$ cat src/rtl/blt_pkg.sv
package blt_pkg;
  typedef struct packed {
    logic load;
    logic dec;
    logic clear;
  } ctrlStrobes_t;

  typedef enum logic [1:0] {
    ST_IDLE      = 2'd0,
    ST_COUNT     = 2'd1,
    ST_UNLIMITED = 2'd2,
    ST_DONE      = 2'd3
  } tenureState_t;
endpackage

$ cat src/rtl/blt_datapath.sv
module blt_datapath
  import blt_pkg::*;
#(
  parameter int CNT_W = 8
) (
  input  logic             clk,
  input  logic             rstN,
  input  logic             cfgWrEn,
  input  logic [CNT_W-1:0] cfgWrData,
  input  ctrlStrobes_t     strobes,
  output logic [CNT_W-1:0] reloadValue,
  output logic [CNT_W-1:0] tenureCount,
  output logic             countZero,
  output logic             reloadZero
);
  localparam logic [CNT_W-1:0] ZERO_VAL = '0;
  localparam logic [CNT_W-1:0] ONE_VAL  = {{(CNT_W-1){1'b0}}, 1'b1};

  logic [CNT_W-1:0] reloadReg;
  logic [CNT_W-1:0] countReg;
  logic [CNT_W-1:0] countNext;

  always_ff @(posedge clk) begin
    if (!rstN) begin
      reloadReg <= ZERO_VAL;
    end else if (cfgWrEn) begin
      reloadReg <= cfgWrData;
    end
  end

  always_comb begin
    countNext = countReg;
    if (strobes.load) begin
      countNext = reloadReg;
    end else if (strobes.clear) begin
      countNext = ZERO_VAL;
    end else if (strobes.dec && (countReg != ZERO_VAL)) begin
      countNext = countReg - ONE_VAL;
    end
  end

  always_ff @(posedge clk) begin
    if (!rstN) begin
      countReg <= ZERO_VAL;
    end else begin
      countReg <= countNext;
    end
  end

  assign reloadValue = reloadReg;
  assign tenureCount = countReg;
  assign countZero   = (countReg == ZERO_VAL);
  assign reloadZero  = (reloadReg == ZERO_VAL);
endmodule

$ cat src/rtl/blt_control.sv
module blt_control
  import blt_pkg::*;
(
  input  logic         clk,
  input  logic         rstN,
  input  logic         frameStart,
  input  logic         burstActive,
  input  logic         grantIn,
  input  logic         countZero,
  input  logic         reloadZero,
  output ctrlStrobes_t strobes,
  output logic         unlimited,
  output logic         endBurst
);
  tenureState_t state;
  tenureState_t stateNext;
  logic         fire;
  logic         endReg;

  always_comb begin
    stateNext = state;
    strobes   = '0;
    fire      = 1'b0;
    if (frameStart) begin
      strobes.load = 1'b1;
      stateNext    = reloadZero ? ST_UNLIMITED : ST_COUNT;
    end else if (!burstActive) begin
      strobes.clear = 1'b1;
      stateNext     = ST_IDLE;
    end else begin
      unique case (state)
        ST_COUNT: begin
          if (!countZero) begin
            strobes.dec = 1'b1;
          end else if (!grantIn) begin
            fire      = 1'b1;
            stateNext = ST_DONE;
          end
        end
        ST_UNLIMITED: stateNext = ST_UNLIMITED;
        ST_DONE:      stateNext = ST_DONE;
        default:      stateNext = ST_IDLE;
      endcase
    end
  end

  always_ff @(posedge clk) begin
    if (!rstN) begin
      state  <= ST_IDLE;
      endReg <= 1'b0;
    end else begin
      state  <= stateNext;
      endReg <= fire;
    end
  end

  assign unlimited = (state == ST_UNLIMITED);
  assign endBurst  = endReg;
endmodule

$ cat src/rtl/burst_tenure_limiter.sv
module burst_tenure_limiter
  import blt_pkg::*;
#(
  parameter int CNT_W = 8
) (
  input  logic             clk,
  input  logic             rstN,
  input  logic             cfgWrEn,
  input  logic [CNT_W-1:0] cfgWrData,
  output logic [CNT_W-1:0] cfgRdData,
  input  logic             grantIn,
  input  logic             frameStart,
  input  logic             burstActive,
  output logic             endBurst
);
  ctrlStrobes_t     strobes;
  logic [CNT_W-1:0] tenureCount;
  logic             countZero;
  logic             reloadZero;
  logic             unlimited;

  blt_datapath #(.CNT_W(CNT_W)) u_dp (
    .clk        (clk),
    .rstN       (rstN),
    .cfgWrEn    (cfgWrEn),
    .cfgWrData  (cfgWrData),
    .strobes    (strobes),
    .reloadValue(cfgRdData),
    .tenureCount(tenureCount),
    .countZero  (countZero),
    .reloadZero (reloadZero)
  );

  blt_control u_ctl (
    .clk        (clk),
    .rstN       (rstN),
    .frameStart (frameStart),
    .burstActive(burstActive),
    .grantIn    (grantIn),
    .countZero  (countZero),
    .reloadZero (reloadZero),
    .strobes    (strobes),
    .unlimited  (unlimited),
    .endBurst   (endBurst)
  );
endmodule

$ cat config.mk
export PLATFORM = sky130hd
export DESIGN_NAME = burst_tenure_limiter
export DESIGN_NICKNAME = d
export VERILOG_FILES = /design/src/rtl/blt_pkg.sv /design/src/rtl/blt_datapath.sv /design/src/rtl/blt_control.sv /design/src/rtl/burst_tenure_limiter.sv
export SDC_FILE = /design/constraint.sdc
export NUM_CORES = 1
export LEC_CHECK = 0
export BUFFER_PORTS_ARGS = -buffer_cell sky130_fd_sc_hd__buf_2
export CAP_MARGIN = 20
export CORE_ASPECT_RATIO = 1.25
export CORE_MARGIN = 3
export CORE_UTILIZATION = 30
export CTS_CLUSTER_DIAMETER = 30
export DETAILED_ROUTE_END_ITERATION = 7
export HOLD_SLACK_MARGIN = 0.1
export PLACE_DENSITY_LB_ADDON = 0.2
export SLEW_MARGIN = 30
export SYNTH_ARGS = -nofsm -noshare
export SYNTH_HDL_FRONTEND = slang
export SYNTH_SLANG_ARGS = --single-unit
$ cat constraint.sdc
create_clock -name clk -period 2 [get_ports clk]
set_input_delay 0.1 -clock clk [delete_from_list [all_inputs] [get_ports clk]]
set_output_delay 0.1 -clock clk [all_outputs]
set_load 0.1 [all_outputs]
==> results of run 1 <==
-- cells in the mapped netlist, drive strengths merged, types with 2 or more instances --
library cell  number
a211oi             2
a21oi              2
a32o               2
a32oi              2
clkbuf             7
dfxtp             19
ha                 2
inv                4
mux2i              9
nand2             11
nand3              6
nor2               6
nor2b             11
nor3               2
nor3b              2
nor4               4
o211a              2
o21ai              2
o22ai              2
o31ai              3
-- worst register-to-register path, stage by stage (launching register included) --
cell and delay (ns):
dfxtp_1 0.38, or4_4 0.60, o41a_4 0.40, o31ai_1 0.21
nor2_1 0.06
-- where the power goes --
part | switching [uW] | leakage (uW) | internal, uW | total, uW
logic | 173 | 0.000384 | 102 | 276
clock network | 128 | 0.0000177 | 74.7 | 203
registers | 27.3 | 0.000156 | 402 | 429
-- worst paths after layout --
kind / start / end / slack (ns) / depth (start not counted)
worst max-delay path: u_dp.tenureCount[2] / u_dp.tenureCount[5] / 0.25 / 4
worst min-delay path: frameStart / u_dp.tenureCount[6] / 0.15 / 3
worst max register to register: u_dp.tenureCount[2] / u_dp.tenureCount[5] / 0.25 / 4
worst min register to register: u_ctl.state[1] / u_ctl.endBurst / 0.47 / 1
-- kinds of logic (layout without fill, tap and decap cells) --
group                    after synthesis  count (layout)  synth area share
AND/OR/NAND/NOR                       46              46             0.257
AO/OA/AOI/OAI                         25              25             0.211
flip-flops                            19              19             0.377
buffers and inverters                 11              41            0.0421
multiplexers                           9               9            0.0892
adder cells (fa/ha/maj)                2               2            0.0248
-- metrics by stage --
step / instance area, um^2 / hold WS, ns
2_1_floorplan: 1010 / 0.226
3_3_place_gp: 1150 / 0.357
3_5_place_dp: 1150 / 0.368
4_1_cts: 1270 / 0.148
5_1_grt: 1270 / 0.181
6_report: 1270 / 0.150
-- metal layers --
metal | vias to the layer above | wire [um] | GRT usage
met1 | 441 | 1070 | 0.150
met3 | 5 | 151 | 0.0274
met5 | - | 0 | 0
met2 | 27 | 1280 | 0.236
li1 | 472 | - | -
met4 | 0 | 48 | 0.0541
-- repair_timing --
item                                    in CTS  in global routing
endpoints found under the setup margin       0                  0
endpoints found under the hold margin       10                  0
hold buffers                                 9                  0
-- flip-flops by register name, indices dropped and copies added, names as in the netlist --
name / flops
u_ctl.endBurst: 1
u_dp.tenureCount: 8
u_dp.reloadValue: 8
u_ctl.state: 2
-- cell type report --
cell class                 count  area, um^2
sequential                    19         380
fill                         317        1810
multi-input combinational     82         587
inverter                       4        15.0
clock buffer                   3        22.5
clock inverter                 1        5.00
timing repair buffer          33         215
tap                           36        45.0
==> run summary, run 1 <==
For this block, the via count after detailed routing is 945. The logs give 0.689 for the worst-case headroom to the max-slew limit and 1.95 ns for the data arrival at the endpoint of the critical path. The max-capacitance violation count was 0.

Summing internal, switching and leakage power gives 908 uW. Routed wire length: 2550 um. The flop and latch count out of synthesis came out at 19. The number of antenna violations at the first check in global routing was 0.

The clock net in this run drives a total of 19 sinks. For the worst setup path, the data required time is 2.20 ns. After detailed routing, the number of remaining DRC violations is 0. The signal on the critical path passes through or4_4, o41a_4, o31ai_1, nor2_1. Timing would allow up to 573 MHz. The detailed router finished its first iteration with 37 violations. Setup clock skew after layout: 0.00593 ns. Counting both buffers and inverters, the worst setup path holds a total of 0.

In this run, synthesis inferred 0 flip-flops with an integrated enable. In this run the deepest clock path goes through 2 buffers. The share of final-layout standard cells stronger than drive strength 1 was 0.239; the synthesis-to-finish area growth was 25.8%. On the critical path, the stage with the largest delay is an instance of or4_4. Launching element type of the critical path: a flip-flop. TritonCTS built the clock tree.

The clock-pin slew on the worst setup and hold paths came out at 0.12 ns. Post-synthesis sequential area ratio: 0.377. The number of clock buffers inserted by TritonCTS is 3. The number of gates resized after cts is 0, and the slew of the pin with the lowest slew margin is 0.462 ns. The worst-case IR drop observed on VDD is 0.317 mV.

The cell count after synthesis came out at 112. Kind of cell adding the most delay to the critical path: simple AND/OR/NAND/NOR gates. In the final routed layout, each cell accounts on average for 14.3 um.

The height of the die came out at 70.9 um. The tools report the end-of-flow core utilization as 0.412. The type of the most critical hold path is input port to flip-flop. Detailed placement finished with a half-perimeter wire length of 1830 um.

After the last flow step, the layout net total stands at 159. The global routing usage summed across all routing layers was 0.133. Setup violations remaining at the end of the flow were counted as 0. Entering global routing, the biggest net connects 22 pins. In this run the clock root is driven by a clkbuf_4. The leading area contributor after synthesis was dfxtp_1. In this run, placement finished with an instance count of 165.

Setup repair after global routing left no endpoint under its margin. For the cell area after synthesis, the log shows 0.00101 mm^2. The tools report the number of nets with antenna violations after routing as 0. In the synthesized netlist the dominant register cell turns out to be dfxtp_1.

Each instance of the synthesized netlist takes up on average 9.02 um^2. The leakage dissipation is 0.000558 uW. The placement row count is 22, and the fraction of registers with async set or reset after synthesis is 0. In the post-synthesis netlist, the biggest area contributors are dfxtp_1 38%, mux2i_1 8.9%, nor2b_1 6.8%. 0 antenna diodes ended up in the layout. The largest stage delay on the critical path came out at 0.60 ns. The clock network latency to the later pin of the worst-skew pair came out at 0.31 ns. Once layout is complete, the cells apart from fillers number 178. Dividing the detail-routed via count by the number of cells gives 5.31. The first global-routing pass estimated 4350 um of wire. At the end of routability-driven placement, the weighted congestion stood at 0.896. The run finished with clean final reports. The depth of the CTS H-tree is 1. In this run the worst path has a maximum fanout of 6.

The power per cell area is 715 mW/mm^2, and the final clock period utilization by the worst path is 0.873. Top-area cell type share of the netlist area: 0.377. The floorplan step defined a die boundary enclosing 0.00410 mm^2. In the layout the commonest cells are 22 x buf_2, 19 x dfxtp_1, 11 x nor2b_1, 11 x nand2_1. Setup slack closes at 0.254 ns. The total overflow left after global routing is 0.

The area of the placeable core is 0.00308 mm^2, and the minimum period implied by the final worst setup slack is 1.75 ns. The library cell used most frequently in the layout, excluding fill and tap cells, is buf_2. Via count of the first global-routing pass: 938.

The number of iterations in the first detailed-routing pass was 4; the worst slack at placement was 0.285 ns. The critical path start-end classification is flip-flop to flip-flop. The number of setup buffers added after CTS was 0; the number of nets produced by synthesis was 128. The die is 57.9 um wide.

During placement, the flow inserted port buffers numbering 22. The run gives 0 as the final-report hold violation count. Adding up every negative setup slack in the final design gives 0 ns.

The Yosys step of the flow raised 0 warnings. For the count of pins over their slew limit, the log shows 0. The worst setup path is captured at a flip-flop. The number of ports placed on the die boundary was 23; the starting density of the core was 0.328. The tools report the count of distinct cell types in the synthesized netlist as 35.
Power figures use the tool's default switching activity.
==> run 2: changes to the inputs <==
--- a/config.mk
+++ b/config.mk
@@ -7,7 +7,7 @@
 export LEC_CHECK = 0
 export BUFFER_PORTS_ARGS = -buffer_cell sky130_fd_sc_hd__buf_2
 export CAP_MARGIN = 20
-export CORE_ASPECT_RATIO = 1.25
+export CORE_ASPECT_RATIO = 1.5
 export CORE_MARGIN = 3
 export CORE_UTILIZATION = 30
 export CTS_CLUSTER_DIAMETER = 30
==> run 2 against run 1 <==
- largest power group unchanged
- setup slack better by 0.010 ns
- via count is 2.1% lower
- count of clock-buffer cells in the layout is 1 higher
- maximum frequency is 0.58% higher
- core utilization is 3.5 points lower
- die area is 0.24% higher
- register-to-register slack hardly changed
- flip-flop and latch count stayed put
- routed wire length is 7.6% lower
- largest cell class unchanged
==> run summary, run 2 (same netlist as run 1, synthesis figures left out) <==
The slew of the pin with the lowest slew margin is 0.525 ns (was 0.462 ns). TritonCTS built the clock tree. The count of input and output buffers is 22 (unchanged).

The run gives 2350 um (was 2550 um) as the routed wire length. The largest buffer count on any clock path is 2 (unchanged), and the clock network latency to the later pin of the worst-skew pair is 0.25 ns (was 0.31 ns). The logs give 0 (unchanged) for the max-capacitance violation count and 0 (was 9) for the hold-fix buffer count after cts. The count of placed standard cells in the final layout, fillers left out came out at 173 (was 178). The average wire per cell in the routed design was 13.6 um (was 14.3 um).

For the number of ports placed on the die boundary, the log shows 23 (unchanged). The number of clock buffers inserted by TritonCTS was 3 (unchanged); the height of the die was 77.1 um (was 70.9 um). The worst hold slack across all endpoints is 0.100 ns (was 0.150 ns), and the number of antenna violations at the first check in global routing is 0 (unchanged).

The run finished with clean final reports. The launching element type of the critical path was a flip-flop (unchanged). The critical path start-end classification was flip-flop to flip-flop (unchanged). The clock net sink count came out at 19 (unchanged).

The number of gates resized after cts came out at 0 (unchanged). The largest fanout on the critical path was 6 (unchanged); the share of final-layout standard cells stronger than drive strength 1 was 0.248 (was 0.239). The placement row count is 25 (was 22). The largest stage delay on the critical path is 0.60 ns (about the same), and the number of vias per cell is 5.35 (was 5.31).

For the area of the placeable core, the log shows 0.00319 mm^2 (was 0.00308 mm^2). The leakage dissipation is 0.000525 uW (was 0.000558 uW), and the number of endpoints failing setup at the final stage is 0 (unchanged). The via count of the first global-routing pass was 922 (was 938); the layout net count was 150 (was 159). The final clock period utilization by the worst path is 0.868 (was 0.873).

For the depth of the CTS H-tree, the log shows 1 (unchanged). The run gives 2.15 ns (was 2.20 ns) as the required time at the endpoint of the critical path. The tools report the cell chosen for the clock root as clkbuf_8 (was clkbuf_4). The most frequent standard cell in the layout excluding fill and tap cells was buf_2 (unchanged).

Cell chain of the critical path: or4_4, o41ai_2, nand3_1, o211a_1 (was or4_4, o41a_4, o31ai_1, nor2_1). The end-of-flow core utilization is 0.377 (was 0.412). Final-report hold violation count: 0 (unchanged). The overall power of the completed layout came out at 956 uW (was 908 uW). The run gives 0.00574 ns (was 0.00593 ns) as the setup clock skew after layout. The via total after detailed routing is 925 (was 945), and the power per cell area is 795 mW/mm^2 (was 715 mW/mm^2). For the count of pins over their slew limit, the log shows 0 (unchanged).

The weighted congestion reported at the end of routability-driven placement is 0.757 (was 0.896), and the synthesis-to-finish area growth is 19.1% (was 25.8%). Nature of the critical path endpoint: a flip-flop (unchanged). The logs give 0 (unchanged) for the number of nets with antenna violations after routing and 0 (unchanged) for the antenna diode count. For the final global-route overflow total, the log shows 0 (unchanged). The starting density of the core was 0.316 (was 0.328). The minimum period implied by the final worst setup slack is 1.74 ns (was 1.75 ns), and the die footprint is 0.00411 mm^2 (was 0.00410 mm^2). The run gives 18 (was 37) as the detailed router's first-iteration violation count. The kind of cell adding the most delay to the critical path is simple AND/OR/NAND/NOR gates (unchanged). Worst-case headroom to the max-slew limit: 0.647 (was 0.689). The die boundary width works out to 53.4 um (was 57.9 um).

The run gives 22 (unchanged) as the largest net degree at the start of global routing. Worst vdd rail ir drop: 0.414 mV (was 0.317 mV). The tools report the achievable frequency as 576 MHz (was 573 MHz). Most used cells in the layout excluding fill and tap cells: 22 x buf_2, 19 x dfxtp_1, 11 x nor2b_1, 11 x nand2_1, 9 x mux2i_1 (was 22 x buf_2, 19 x dfxtp_1, 11 x nor2b_1, 11 x nand2_1). The clock-pin slew on the worst setup and hold paths was 0.07 ns (was 0.12 ns); the number of iterations in the first detailed-routing pass was 4 (unchanged). The logs give 0 (unchanged) for the number of setup buffers added after CTS and 169 (was 165) for the cell count after placement.

Buffer and inverter count on the worst path: 0 (unchanged). The data arrival at the endpoint of the critical path was 1.88 ns (was 1.95 ns). The type of the most critical hold path is input port to flip-flop (unchanged).

The half-perimeter wire length of the detailed placement result is 1850 um (was 1830 um). The logs give 0 (unchanged) for the number of remaining DRC errors and 0.130 (was 0.133) for the global routing usage summed across all routing layers. Worst-path cell with the longest stage delay: or4_4 (unchanged).

Setup repair after global routing left no endpoint under its margin. The final-layout setup total negative slack came out at 0 ns (unchanged). The global-route wire length before repair came out at 4200 um (was 4350 um).
## run 2: changes by cell type in the layout (fill, tap and decap cells not counted), sizes merged
cell	before	now
clkbuf	3	4
dlygate4sd3	9	0
clkinv	1	0
## run 2: metal layers
metal,vias up,GRT usage,wire length [um]
li1,457,-,-
met2,23,0.214,1230
met3,4,0.0272,124
met5,-,0,0
met4,0,0.0486,54
met1,441,0.161,945
## run 2: final cells by class
| class | instances | area [um^2] |
|---|---|---|
| clock buffer | 4 | 45.0 |
| timing repair buffer | 24 | 125 |
| multi-input combinational | 82 | 587 |
| inverter | 4 | 15.0 |
| sequential | 19 | 380 |
| tap | 40 | 50.0 |
| fill | 339 | 1990 |
## run 2: path summary, 6_finish.rpt
| path | startpoint | slack (ns) | endpoint | depth (start not counted) |
|---|---|---|---|---|
| setup reg to reg | u_dp.tenureCount[2] | 0.26 | u_dp.tenureCount[0] | 4 |
| hold reg to reg | u_ctl.state[1] | 0.46 | u_ctl.endBurst | 1 |
| setup / recovery | u_dp.tenureCount[2] | 0.26 | u_dp.tenureCount[0] | 4 |
| hold / removal | cfgWrData[7] | 0.10 | u_dp.reloadValue[7] | 3 |
## run 2: power by group
group	internal (uW)	switching, uW
Clock	141	126
Combinational	90.7	171
Sequential	402	26.1
Total	634	323
## run 2: stage by stage
stage | setup slack, ns | area [um^2]
after floorplan | 0.346 | 1010
after CTS | 0.255 | 1200
after global placement | 0.273 | 1160
final | 0.264 | 1200
after detailed placement | 0.265 | 1160
after global routing | 0.0960 | 1200
## run 2: worst register-to-register path: stages, from the launching register on
cell	delay, ns
dfxtp_1	0.37
or4_4	0.60
o41ai_2	0.40
nand3_1	0.14
o211a_1	0.14
==> run 3: changes to the inputs <==
--- a/config.mk
+++ b/config.mk
@@ -5,8 +5,11 @@
 export SDC_FILE = /design/constraint.sdc
 export NUM_CORES = 1
 export LEC_CHECK = 0
+export ABC_AREA = 1
 export BUFFER_PORTS_ARGS = -buffer_cell sky130_fd_sc_hd__buf_2
 export CAP_MARGIN = 20
+export CELL_PAD_IN_SITES_DETAIL_PLACEMENT = 0
+export CELL_PAD_IN_SITES_GLOBAL_PLACEMENT = 1
 export CORE_ASPECT_RATIO = 1.5
 export CORE_MARGIN = 3
 export CORE_UTILIZATION = 30
==> run 3 against run 2 <==
- flip-flop and latch count stayed put
- total power up 5.9%
- global-route usage grew 1.6 points
- count of clock-buffer cells in the layout unchanged
- core utilization rose by 1.5 points
- setup slack improved by 0.42 ns
- cell count rose by 31%
- area after synthesis is 1.9% higher
- clock skew is 0.0045 ns lower
- via count up 13%
- hold slack improved by 0.019 ns
- sequential power up 2%
- critical path type unchanged
- critical endpoint is now u_dp.tenureCount[2]
- largest cell class unchanged
- highest routed layer unchanged
==> run summary, run 3 <==
Count of distinct cell types in the synthesized netlist: 23 (was 35). Fraction of registers with async set or reset after synthesis: 0 (unchanged). For the weighted congestion reported at the end of routability-driven placement, the log shows 0.738 (was 0.757). The most frequent standard cell in the layout excluding fill and tap cells was nor2_1 (was buf_2). The tools report the largest net degree at the start of global routing as 18 (was 22).

The worst vdd rail ir drop came out at 0.442 mV (was 0.414 mV). Synth area leaders: dfxtp_1 37%, nor2_1 16%, nand2_1 9.9% (was dfxtp_1 38%, mux2i_1 8.9%, nor2b_1 6.8%). Number of nets with antenna violations after routing: 0 (unchanged).

The number of instances in the synthesized netlist was 158 (was 112); the slew of the pin with the lowest slew margin was 0.486 ns (was 0.525 ns). The number of cells traversed by the worst hold path was 3 (unchanged); the data arrival at the endpoint of the critical path was 1.47 ns (was 1.88 ns). Setup repair after global routing left no endpoint under its margin.

The tools report the half-perimeter wire length of the detailed placement result as 2010 um (was 1850 um). Type of the most critical hold path: input port to flip-flop (unchanged). The tools report the clock net sink count as 19 (unchanged). The mean cell area of the mapped netlist is 6.51 um^2 (was 9.02 um^2), and the number of vias per cell is 4.61 (was 5.35).

The largest stage delay on the critical path is 0.30 ns (was 0.60 ns), and the layout net count is 203 (was 150). The origin of the worst setup path is u_dp.tenureCount[0] (was u_dp.tenureCount[2]). The power per cell area is 801 mW/mm^2 (was 795 mW/mm^2), and the count of pins over their slew limit is 0 (unchanged). The starting density of the core was 0.319 (was 0.316). The clock network latency to the later pin of the worst-skew pair is 0.26 ns (was 0.25 ns), and the final global-route overflow total is 0 (unchanged). The tools report the global-route wire length before repair as 4610 um (was 4200 um). Worst-path cell with the longest stage delay: dfxtp_1 (was or4_4). The required time at the endpoint of the critical path was 2.16 ns (was 2.15 ns); the number of clock buffers inserted by TritonCTS was 3 (unchanged). Cell chain of the critical path: inv_1, ha_1, nand2_1, o21ai_4, nand2_4, o21ai_0, nor2_1 (was or4_4, o41ai_2, nand3_1, o211a_1).

The clock-pin slew on the worst setup and hold paths came out at 0.07 ns (about the same). The critical path start-end classification is flip-flop to flip-flop (unchanged). The tools report the nature of the critical path endpoint as a flip-flop (unchanged). The depth of the CTS H-tree was 1 (unchanged).

The leading register cell type out of synthesis was dfxtp_1 (unchanged). The die boundary width came out at 53.8 um (was 53.4 um). The run gives 0.00418 mm^2 (was 0.00411 mm^2) as the die footprint. Number of enable flip-flop cells after synthesis: 0 (unchanged).

TritonCTS built the clock tree. The tools report the number of ports placed on the die boundary as 23 (unchanged). Leading area contributor after synthesis: dfxtp_1 (unchanged). The count of input and output buffers was 22 (unchanged); the leakage dissipation was 0.000600 uW (was 0.000525 uW).

The global routing usage summed across all routing layers was 0.147 (was 0.130). The flop and latch count out of synthesis is 19 (unchanged). The average wire per cell in the routed design is 11.5 um (was 13.6 um).

The placement row count was 25 (unchanged). The largest fanout on the critical path came out at 8 (was 6). The run gives 0.00103 mm^2 (was 0.00101 mm^2) as the cell area after synthesis. Height of the die: 77.7 um (was 77.1 um). The minimum period implied by the final worst setup slack was 1.32 ns (was 1.74 ns).

The number of cells traversed by the worst register-to-register path is 7 (was 4). Launching element type of the critical path: a flip-flop (unchanged). The logs give 0.00322 mm^2 (was 0.00319 mm^2) for the area of the placeable core and 0 ns (unchanged) for the final-layout setup total negative slack. The synthesis-to-finish area growth works out to 22.9% (was 19.1%). Most used cells in the layout excluding fill and tap cells: 44 x nor2_1, 27 x nand2_1, 22 x buf_2, 19 x o21ai_0, 19 x dfxtp_1 (was 22 x buf_2, 19 x dfxtp_1, 11 x nor2b_1, 11 x nand2_1, 9 x mux2i_1).

The post-synthesis sequential area ratio was 0.370 (was 0.377); the worst slack at placement was 0.691 ns (was 0.265 ns). The share of final-layout standard cells stronger than drive strength 1 is 0.183 (was 0.248). The final worst-path setup slack came out at 0.684 ns (was 0.264 ns). The start point of the worst hold path is cfgWrData[0] (was cfgWrData[7]). The via total after detailed routing is 1042 (was 925), and the worst-case headroom to the max-slew limit is 0.678 (was 0.647). For the number of endpoints failing setup at the final stage, the log shows 0 (unchanged). For the achievable frequency, the log shows 760 MHz (was 576 MHz). The max-capacitance violation count came out at 0 (unchanged).

The run gives 174 (was 128) as the number of nets produced by synthesis. The tools report the worst flop-to-flop path startpoint as u_dp.tenureCount[0] (was u_dp.tenureCount[2]). Most used standard cells in the synthesized netlist: 44 x nor2_1, 27 x nand2_1, 19 x dfxtp_1, 19 x o21ai_0, 14 x inv_1 (was 19 x dfxtp_1, 11 x nand2_1, 11 x nor2b_1). The logs give 2600 um (was 2350 um) for the routed wire length and 0 (unchanged) for the number of antenna violations at the first check in global routing. The setup clock skew after layout is 0.00122 ns (was 0.00574 ns), and the antenna diode count is 0 (unchanged). The top-area cell type share of the netlist area was 0.370 (was 0.377); the number of iterations in the first detailed-routing pass was 4 (unchanged). The largest buffer count on any clock path was 2 (unchanged). The cell chosen for the clock root was clkbuf_8 (unchanged).

Most frequently used cell type in the post-synthesis netlist: nor2_1 (was dfxtp_1). The via count of the first global-routing pass was 1008 (was 922). The final clock period utilization by the worst path is 0.658 (was 0.868). The tools report the synthesis warning total as 0 (unchanged). The final-report hold violation count was 0 (unchanged); the number of remaining DRC errors was 0 (unchanged). The run finished with clean final reports.

The detailed router's first-iteration violation count was 32 (was 18).
## run 3: cell types whose count changed after synthesis, moves of 4 or more
cell      change
clkbuf_1      -4
nor2_1       +39
o21ai_0      +17
a21oi_1       +4
inv_1        +10
nor2b_1      -11
mux2i_1       -9
nand2_1      +16
## run 3: kinds of logic (layout without fill, tap and decap cells)
logic type / Yosys count / after routing / share of synthesized area
and+or+nand+nor: 87 / 87 / 0.358
AOI/OAI and AO/OA: 29 / 29 / 0.154
DFF: 19 / 19 / 0.370
buffers and inverters: 21 / 49 / 0.0937
adders and majority gates: 2 / 2 / 0.0243
## run 3: layout make-up
cell class                      instances  area (um^2)
Clock buffer                            4         45.0
Inverter                               17         66.3
Fill cell                             351         1960
Tap cell                               40         50.0
Multi-Input combinational cell        118          552
Sequential cell                        19          380
Timing Repair Buffer                   28          170
## run 3: worst paths after layout
check                        end  slack (ns)
max          u_dp.tenureCount[2]        0.68
min          u_dp.reloadValue[0]        0.12
min reg2reg       u_ctl.endBurst        0.46
max reg2reg  u_dp.tenureCount[2]        0.68
## run 3: what timing repair did
item / in CTS / in global routing
hold endpoints to repair: 6 / 0
resized for setup: 0 / 0
hold buffers: 6 / 0
setup buffers: 0 / 0
endpoints found under the setup margin: 0 / 0
## run 3: report_power, final
group          switching [uW]  total (uW)  internal (uW)
Clock                     131         273            142
Combinational             215         304           89.7
Sequential               27.6         435            408
## run 3: per-stage QoR
step,hold WS [ns],power [uW],area (um^2),util,cells
after global placement,0.323,740,1160,0.360,216
final,0.119,1010,1260,0.392,226
after CTS,0.117,1030,1260,0.392,226
after floorplan,0.235,679,1030,-,158
after global routing,0.182,1080,1260,0.392,226
after detailed placement,0.328,742,1160,0.360,216
## run 3: metal layers
metal	part of all wire	global-route usage	wire length, um	vias up
met4	0.014	0.0537	36	0
met1	0.41	0.180	1070	452
met5	0	0	0	-
met2	0.53	0.249	1380	27
met3	0.040	0.0211	104	4
li1	-	-	-	559
## run 3: worst max-delay path, delay by kind of cell, from the launching register on
| kind | cells | cell delay, ns |
|---|---|---|
| buffers and inverters | 1 | 0.12 |
| DFF | 1 | 0.30 |
| and+or+nand+nor | 3 | 0.24 |
| adders and majority gates | 1 | 0.16 |
| AOI/OAI and AO/OA | 2 | 0.38 |
